**config.mk**
```make
export PLATFORM = sky130hd
export DESIGN_NAME = txn_fifo
export DESIGN_NICKNAME = d
export VERILOG_FILES = /design/src/rtl/txf_pkg.sv /design/src/rtl/txf_ptr_pair.sv /design/src/rtl/txf_store.sv /design/src/rtl/txn_fifo.sv
export SDC_FILE = /design/constraint.sdc
export NUM_CORES = 1
export LEC_CHECK = 0
export ABC_CLOCK_PERIOD_IN_PS = 3150
export BUFFER_PORTS_ARGS = -buffer_cell sky130_fd_sc_hd__buf_2
export CAP_MARGIN = 20
export CORE_ASPECT_RATIO = 0.8
export CORE_MARGIN = 1.5
export CORE_UTILIZATION = 56
export CTS_CLUSTER_DIAMETER = 80
export DETAILED_ROUTE_END_ITERATION = 7
export GPL_ROUTABILITY_DRIVEN = 1
export PLACE_DENSITY = 0.75
export RECOVER_POWER = 100
export SLEW_MARGIN = 20
export SYNTH_ARGS = -nofsm -noshare
export SYNTH_HDL_FRONTEND = slang
export SYNTH_SLANG_ARGS = --single-unit
```
**constraint.sdc**
```tcl
create_clock -name clk -period 3.15 [get_ports clk]
set_input_delay 0.63 -clock clk [delete_from_list [all_inputs] [get_ports clk]]
set_output_delay 0.63 -clock clk [all_outputs]
set_load 0.005 [all_outputs]
```
**src/rtl/txf_pkg.sv**
```systemverilog
package txf_pkg;

    // Per-side transaction controls after qualification by the flags
    typedef struct packed {
        logic step;    // accepted data operation this cycle
        logic commit;  // publish working position
        logic cancel;  // roll working position back
    } txn_ctl_t;

endpackage

```
**src/rtl/txf_ptr_pair.sv**
```systemverilog
module txf_ptr_pair
    import txf_pkg::*;
#(
    parameter int PTR_W = 4
) (
    input  logic             clk,
    input  logic             rst,
    input  txn_ctl_t         ctl,
    output logic [PTR_W-1:0] work,
    output logic [PTR_W-1:0] cmt
);

    typedef struct packed {
        logic [PTR_W-1:0] work;
        logic [PTR_W-1:0] cmt;
    } pair_t;

    pair_t st_d, st_q;

    always_comb begin
        logic [PTR_W-1:0] adv;
        st_d = st_q;
        adv  = st_q.work + PTR_W'(ctl.step);
        if (ctl.cancel) begin
            st_d.work = st_q.cmt;
        end else if (ctl.commit) begin
            st_d.work = adv;
            st_d.cmt  = adv;
        end else begin
            st_d.work = adv;
        end
    end

    always_ff @(posedge clk) begin
        if (rst) st_q <= '0;
        else     st_q <= st_d;
    end

    assign work = st_q.work;
    assign cmt  = st_q.cmt;

    // committed position only moves on a commit without cancel
    p_cmt_hold_r3: assert property (@(posedge clk) disable iff (rst)
        (!ctl.commit || ctl.cancel) |=> $stable(cmt));

    // a cancel returns the working position to the committed one
    p_rollback_r4: assert property (@(posedge clk) disable iff (rst)
        ctl.cancel |=> (work == $past(cmt)));

endmodule

```
**src/rtl/txf_store.sv**
```systemverilog
module txf_store #(
    parameter int DATA_W = 8,
    parameter int ADDR_W = 3
) (
    input  logic              clk,
    input  logic              we,
    input  logic [ADDR_W-1:0] waddr,
    input  logic [DATA_W-1:0] wdata,
    input  logic [ADDR_W-1:0] raddr,
    output logic [DATA_W-1:0] rdata
);

    localparam int DEPTH = 1 << ADDR_W;

    logic [DATA_W-1:0] mem_q [DEPTH];

    always_ff @(posedge clk) begin
        if (we) mem_q[waddr] <= wdata;
    end

    assign rdata = mem_q[raddr];

endmodule

```
**src/rtl/txn_fifo.sv**
```systemverilog
module txn_fifo
    import txf_pkg::*;
#(
    parameter int DATA_W = 8,
    parameter int ADDR_W = 3
) (
    input  logic              clk,
    input  logic              rst,
    input  logic              wr_en,
    input  logic [DATA_W-1:0] wr_data,
    input  logic              wr_commit,
    input  logic              wr_cancel,
    output logic              full,
    input  logic              rd_en,
    output logic [DATA_W-1:0] rd_data,
    input  logic              rd_commit,
    input  logic              rd_cancel,
    output logic              empty
);

    localparam int PTR_W = ADDR_W + 1;
    localparam int DEPTH = 1 << ADDR_W;
    localparam logic [PTR_W-1:0] WRAP = PTR_W'(1) << ADDR_W;

    logic [PTR_W-1:0] wp_work, wp_cmt, rp_work, rp_cmt;
    txn_ctl_t wctl, rctl;
    logic wr_ok, rd_ok;

    // Flags: producer working vs consumer committed, consumer working vs producer committed
    assign full  = ((wp_work ^ rp_cmt) == WRAP);
    assign empty = (rp_work == wp_cmt);

    assign wr_ok = wr_en && !full;
    assign rd_ok = rd_en && !empty;

    always_comb begin
        wctl        = '0;
        wctl.step   = wr_ok;
        wctl.commit = wr_commit;
        wctl.cancel = wr_cancel;
        rctl        = '0;
        rctl.step   = rd_ok;
        rctl.commit = rd_commit;
        rctl.cancel = rd_cancel;
    end

    txf_ptr_pair #(.PTR_W(PTR_W)) u_wside (
        .clk (clk), .rst (rst), .ctl (wctl),
        .work(wp_work), .cmt (wp_cmt)
    );

    txf_ptr_pair #(.PTR_W(PTR_W)) u_rside (
        .clk (clk), .rst (rst), .ctl (rctl),
        .work(rp_work), .cmt (rp_cmt)
    );

    txf_store #(.DATA_W(DATA_W), .ADDR_W(ADDR_W)) u_store (
        .clk  (clk),
        .we   (wr_ok),
        .waddr(wp_work[ADDR_W-1:0]),
        .wdata(wr_data),
        .raddr(rp_work[ADDR_W-1:0]),
        .rdata(rd_data)
    );

    // producer never runs more than DEPTH ahead of released space
    p_no_overflow_r8: assert property (@(posedge clk) disable iff (rst)
        (PTR_W'(wp_work - rp_cmt) <= PTR_W'(DEPTH)));

    // consumer never passes the published write position
    p_no_underrun_r9: assert property (@(posedge clk) disable iff (rst)
        (PTR_W'(wp_cmt - rp_work) <= PTR_W'(DEPTH)));

    // without a write commit or read rewind an empty FIFO stays empty
    p_hidden_r2: assert property (@(posedge clk) disable iff (rst)
        (empty && !wr_commit && !rd_cancel) |=> empty);

    // without a read commit or write rollback a full FIFO stays full
    p_full_hold_r7: assert property (@(posedge clk) disable iff (rst)
        (full && !rd_commit && !wr_cancel) |=> full);

endmodule

```
== After elaboration in Yosys (flattened, before gate mapping) ==
Memory sizes are Yosys's and may differ from the RTL's. A register that Yosys moved wholly into a read port is not among the register bits.
Cells that the tools add are included.

* Bits in registers: 16
* Bits in latches: 0
* Bits in writable memories: 64
* Memory bits (read-only): 0
* Input port bits: 16
* Output and inout bits: 10
* Word-level logic and storage cells: 23
* Memories kept: 1

{| class="wikitable"
|+ Memories
! memory !! depth !! bits a word !! read ports !! clocked after memory_dff !! write ports !! RTL line !! RTL
|-
| u_store.mem_q || 8 || 8 || 1 || 1 || 1 || txf_store.sv:15 || <nowiki>logic [DATA_W-1:0] mem_q [DEPTH];</nowiki>
|}

* $add $sub $neg: 2
* Multipliers: 0
* Div/mod/pow operators: 0
* Order comparisons: 0
* Eq/ne operators: 2
* Shift operators: 0
* Mux-type cells: 5
* Bitwise operators: 3
* Reductions and logical operators: 6

{| class="wikitable"
|+ Operators by type and width
! operator !! count
|-
| $add 4x1->4 || 2
|-
| $mux 4 || 2
|-
| $eq 4x4->1 || 1
|-
| $eq 4x4->1 const B || 1
|-
| $reduce_and 2->1 || 2
|-
| $xor 4x4->4 || 1
|-
| $mux 3 || 1
|-
| $logic_and 1x1->1 || 2
|-
| $logic_not 1->1 || 2
|-
| $mux 1 || 2
|-
| $not 1->1 || 2
|}

== Logic depth before layout (Yosys ltp) ==
* Depth after elaboration: 6
* Mapped depth: 9

== Hierarchy ==
From an unflattened synthesis, not the netlist that was laid out.

* Cell total of the unflattened synthesis: 184
* Area, all modules: 3,347.0 um2

{| class="wikitable"
|+ Modules (own cells, without submodules)
! module !! times used !! cells an instance !! area an instance (um2) !! sequential area each (um2)
|-
| txf_store || 1 || 106 || 2,531.2 || 1,921.8
|-
| txf_ptr_pair || 2 || 33 || 355.3 || 160.2
|-
| txn_fifo || 1 || 12 || 105.1 || 0.0
|}

== Worst setup path after synthesis ==
OpenSTA, ideal clock, no wires.

* Path kind: reg2reg
* Start point: reg u_wside.st_q (netlist bit u_wside.work[1])
* End point: mem u_store.mem_q[2][0] (enable)
* Library setup time: 0.398 ns
* Arrival: 1.832 ns
* Slack: 0.920 ns
* Stages on the path, launching flop included: 5
* Path through: dfxtp_1 > buf_2 > xor2_1 > nor4_4 > nor4b_1

* Cells in the longest elaborated chain, start to end: 6

{| class="wikitable"
|+ RTL lines
! item !! RTL line !! RTL
|-
| from (decl) || txf_ptr_pair.sv:18 || <nowiki>pair_t st_d, st_q;</nowiki>
|-
| from (signal assigned) || txf_ptr_pair.sv:36 || <nowiki>else st_q <= st_d;</nowiki>
|-
| $xor 4x4->4 || txn_fifo.sv:30 || <nowiki>assign full = ((wp_work ^ rp_cmt) == WRAP);</nowiki>
|-
| $eq 4x4->1 || txn_fifo.sv:30 ||
|-
| named net full || txn_fifo.sv:13 || <nowiki>output logic full,</nowiki>
|-
| $logic_not 1->1 || txn_fifo.sv:33 || <nowiki>assign wr_ok = wr_en && !full;</nowiki>
|-
| $logic_and 1x1->1 || txn_fifo.sv:33 ||
|-
| $mux 1 || txf_store.sv:18 || <nowiki>if (we) mem_q[waddr] <= wdata;</nowiki>
|-
| $mux 1 (not written as such) || txf_store.sv:18 ||
|-
| to (decl) || txf_store.sv:15 ||
|}

The timed path passes the listed nets, and every way through them passes these cells.

==> qor.log <==
qor: die.floorplan.rows 24
qor: sta.finalClockSkew 0.005619 ns
qor: clock_tree.clock-root-buffer sky130_fd_sc_hd__clkbuf_8
qor: logic_synthesis.synthCells 185
qor: layout.layout-drive-gt1-share 17.78%
qor: logic_synthesis.synth-edff-count 64
qor: min_path.hold_path.class flop to flop
qor: logic_synthesis.synth_top_cells_by_area sky130_fd_sc_hd__edfxtp_1 (58%), sky130_fd_sc_hd__mux4_1 (13%), sky130_fd_sc_hd__dfxtp_1 (9.6%)
qor: clock_tree.htree_num_levels 3
qor: status.run_status finished clean
qor: die.floorplan.core_area 5585 um^2
qor: worst_setup_path.crit_required 2.52 ns
qor: pwr.p_per_area 576.9 nW/um^2
qor: worst_setup_path.path_class flop to output port
qor: global_route.global_route_wire_length_before_repair 9.528 mm
qor: routing.antenna_left 0
qor: clock_tree.cts.hold.buffers_added 0
qor: layout.antenna_cells 0
qor: die.die_y 71.92 um
qor: sta.timing.final.max_slew_violations 0
qor: die.initial_core_utilization 59.52%
qor: placed_design.gp_congestion 0.7380
qor: placed_design.place.detailed.hpwl 4.029 mm
qor: placed_design.preCtsSetupSlack 0.7806 ns
qor: pwr.max-vdd-ir-drop 0.4226 mV
qor: flow_run.maximum_capacitance_violations 0
qor: worst_setup_path.crit_arrival 2.10 ns
qor: layout.areaGrowthSynthToFinish 12.12%
qor: die.io_pins 26
qor: logic_synthesis.post_synthesis_net_count 205
qor: sta.timing.final.crit_period 2.731 ns
qor: logic_synthesis.yosys_most_used_dff sky130_fd_sc_hd__edfxtp_1
qor: clock_tree.clkLatencyLatePin 0.35 ns
qor: logic_synthesis.synth_top_area_share 57.81%
qor: layout.filler_cell_count 421
qor: layout.multi_input_logic_area 1005 um^2
qor: clock_tree.post_cts.repair.setup_buffers 0
qor: sta.timing.final.setup_violations 0
qor: die.fp.dieArea 6411 um^2
qor: logic_synthesis.mean_cell_area_of_the_mapped_netlist 17.97 um^2
qor: routing.routed_via_density 5.657
qor: clock_tree.tritoncts built
qor: global_route.grt_pass1_vias 1860
qor: worst_setup_path.endpoint_kind output port
qor: routing.drc 0
qor: sta.max_clock_freq 0.3661 GHz
qor: worst_setup_path.critical_path.startpoint_type flop
qor: logic_synthesis.ys.warnings.count 0
qor: sta.fin_worst_hold_slack 0.5375 ns
qor: logic_synthesis.synth-seq-area-share 67.44%
qor: worst_setup_path.worst-path-max-fanout 12
qor: clock_tree.deepest_clock_path_buffer_count 2
qor: sta.grt_setup_unrepaired false
qor: sta.final_hold_viol_count 0
qor: clock_tree.path_clk_slew 0.08 ns
qor: layout.final-seq-area 2242 um^2
qor: pwr.p_leak 1.291 nW
qor: layout.nets 240
qor: logic_synthesis.yosysUniqueCellTypes 24
qor: clock_tree.cts_repair_resize_count 0
qor: placed_design.port-buffer-count 25
qor: clock_tree.clock-sinks 80
qor: logic_synthesis.synth_largest_area_cell sky130_fd_sc_hd__edfxtp_1
qor: worst_setup_path.worst_r2r_path_depth 7
qor: routing.drt_pass1_iterations 4
qor: min_path.timing.hold.worst_path_depth 2
qor: routing.vias 1714
qor: logic_synthesis.synth.ff_latch_count 80
qor: clock_tree.tritoncts_buffers 9
qor: logic_synthesis.synth_common_cells sky130_fd_sc_hd__edfxtp_1 (64), sky130_fd_sc_hd__nor2_1 (17), sky130_fd_sc_hd__dfxtp_1 (16), sky130_fd_sc_hd__mux4_1 (16), sky130_fd_sc_hd__xor2_1 (9)
qor: routing.drt_iter0_drc 98
qor: sta.worst_slew_margin_rel 34.20%
qor: routing.wirelength 6.122 mm
qor: sta.timing.final.crit_share 86.71%
qor: die.die_w 89.15 um
qor: global_route.grt.total_usage 21.87%
qor: routing.avgRoutedWirePerCell 20.20 um
qor: sta.final_critical_path_setup_slack 0.4186 ns
qor: sta.timing.setup.tns 0 ns
qor: logic_synthesis.synthArstFlopShare 0%
qor: logic_synthesis.syn-cell-area 3324 um^2
qor: global_route.total_grt_overflow 0
qor: global_route.number_of_antenna_violations_at_the_first_check_in_global_routing 0
qor: sta.worst_slew_pin_slew 0.9834 ns
qor: global_route.grt_start_max_net_pins 17
qor: logic_synthesis.synth_most_common_cell sky130_fd_sc_hd__edfxtp_1
## cell type report
class	count	area share, %
repair buffers	35	4.565
flip-flops and latches	80	60.15
clock buffers	10	3.693
inverters	2	0.2014
multi-input cells	92	26.96
well taps	78	2.618
clock inverters	6	1.813
## logic make-up (layout without fill, tap and decap cells)
family | count (synthesis) | count (layout) | share of synthesized area [%]
multiplexers | 32 | 32 | 17.76
AND/OR/NAND/NOR | 36 | 36 | 5.984
flip-flops | 80 | 80 | 67.44
buffers and inverters | 13 | 53 | 2.334
adder cells (fa/ha/maj) | 4 | 4 | 1.506
XOR/XNOR | 12 | 12 | 3.162
AO/OA/AOI/OAI | 8 | 8 | 1.807
## layer usage
metal	track usage (%)	vias up	wire length (um)
met5	0	-	0
met4	7.350	0	54
met3	8.077	6	285
met2	36.34	40	3187
met1	26.66	862	2595
li1	-	806	-
## report_power, final
part	switching, mW	internal (mW)	total [mW]
clock	0.367	0.390	0.756
combinational	0.0971	0.0981	0.195
sequential	0.0259	1.17	1.20
total	0.490	1.66	2.15
## worst max-delay path, cell delays in order, from the launching register on
cell and delay (ns):
sky130_fd_sc_hd__dfxtp_1 0.57, sky130_fd_sc_hd__buf_12 0.21, sky130_fd_sc_hd__mux4_1 0.56, sky130_fd_sc_hd__mux2_2 0.28, sky130_fd_sc_hd__buf_2 0.13
## flip-flops by register name (all words and copies together), names as in the netlist
| signal | cells |
|---|---|
| u_rside.cmt | 4 |
| u_rside.work | 4 |
| u_store.mem_q | 64 |
| u_wside.cmt | 4 |
| u_wside.work | 4 |
## stage by stage
| step | instance area [um^2] | power (mW) | instances | utilization, % |
|---|---|---|---|---|
| after global routing | 3727 | 2.226 | 303 | 66.73 |
| after detailed placement | 3590 | 1.428 | 287 | 64.27 |
| after CTS | 3795 | 2.179 | 303 | 67.94 |
| final | 3727 | 2.150 | 303 | 66.73 |
| after floorplan | 3324 | 1.352 | 185 | - |
| after global placement | 3590 | 1.414 | 287 | 64.27 |
## worst paths after layout
path                   start              end  slack [ns]
min           u_wside.cmt[3]   u_wside.cmt[3]        0.54
max          u_rside.work[0]       rd_data[6]        0.42
min reg2reg   u_wside.cmt[3]   u_wside.cmt[3]        0.54
max reg2reg  u_wside.work[1]  u_wside.work[2]        0.87
## layout by cell type (no fill, tap or decap), types with 9 or more instances in the layout
cell type,netlist,final
sky130_fd_sc_hd__buf_2,4,11
sky130_fd_sc_hd__xor2_1,9,9
sky130_fd_sc_hd__clkbuf_8,0,10
sky130_fd_sc_hd__dfxtp_1,16,16
sky130_fd_sc_hd__mux4_1,16,16
sky130_fd_sc_hd__edfxtp_1,64,64
sky130_fd_sc_hd__nor2_1,17,17
sky130_fd_sc_hd__clkbuf_1,5,19
Power figures use the tool's default switching activity.
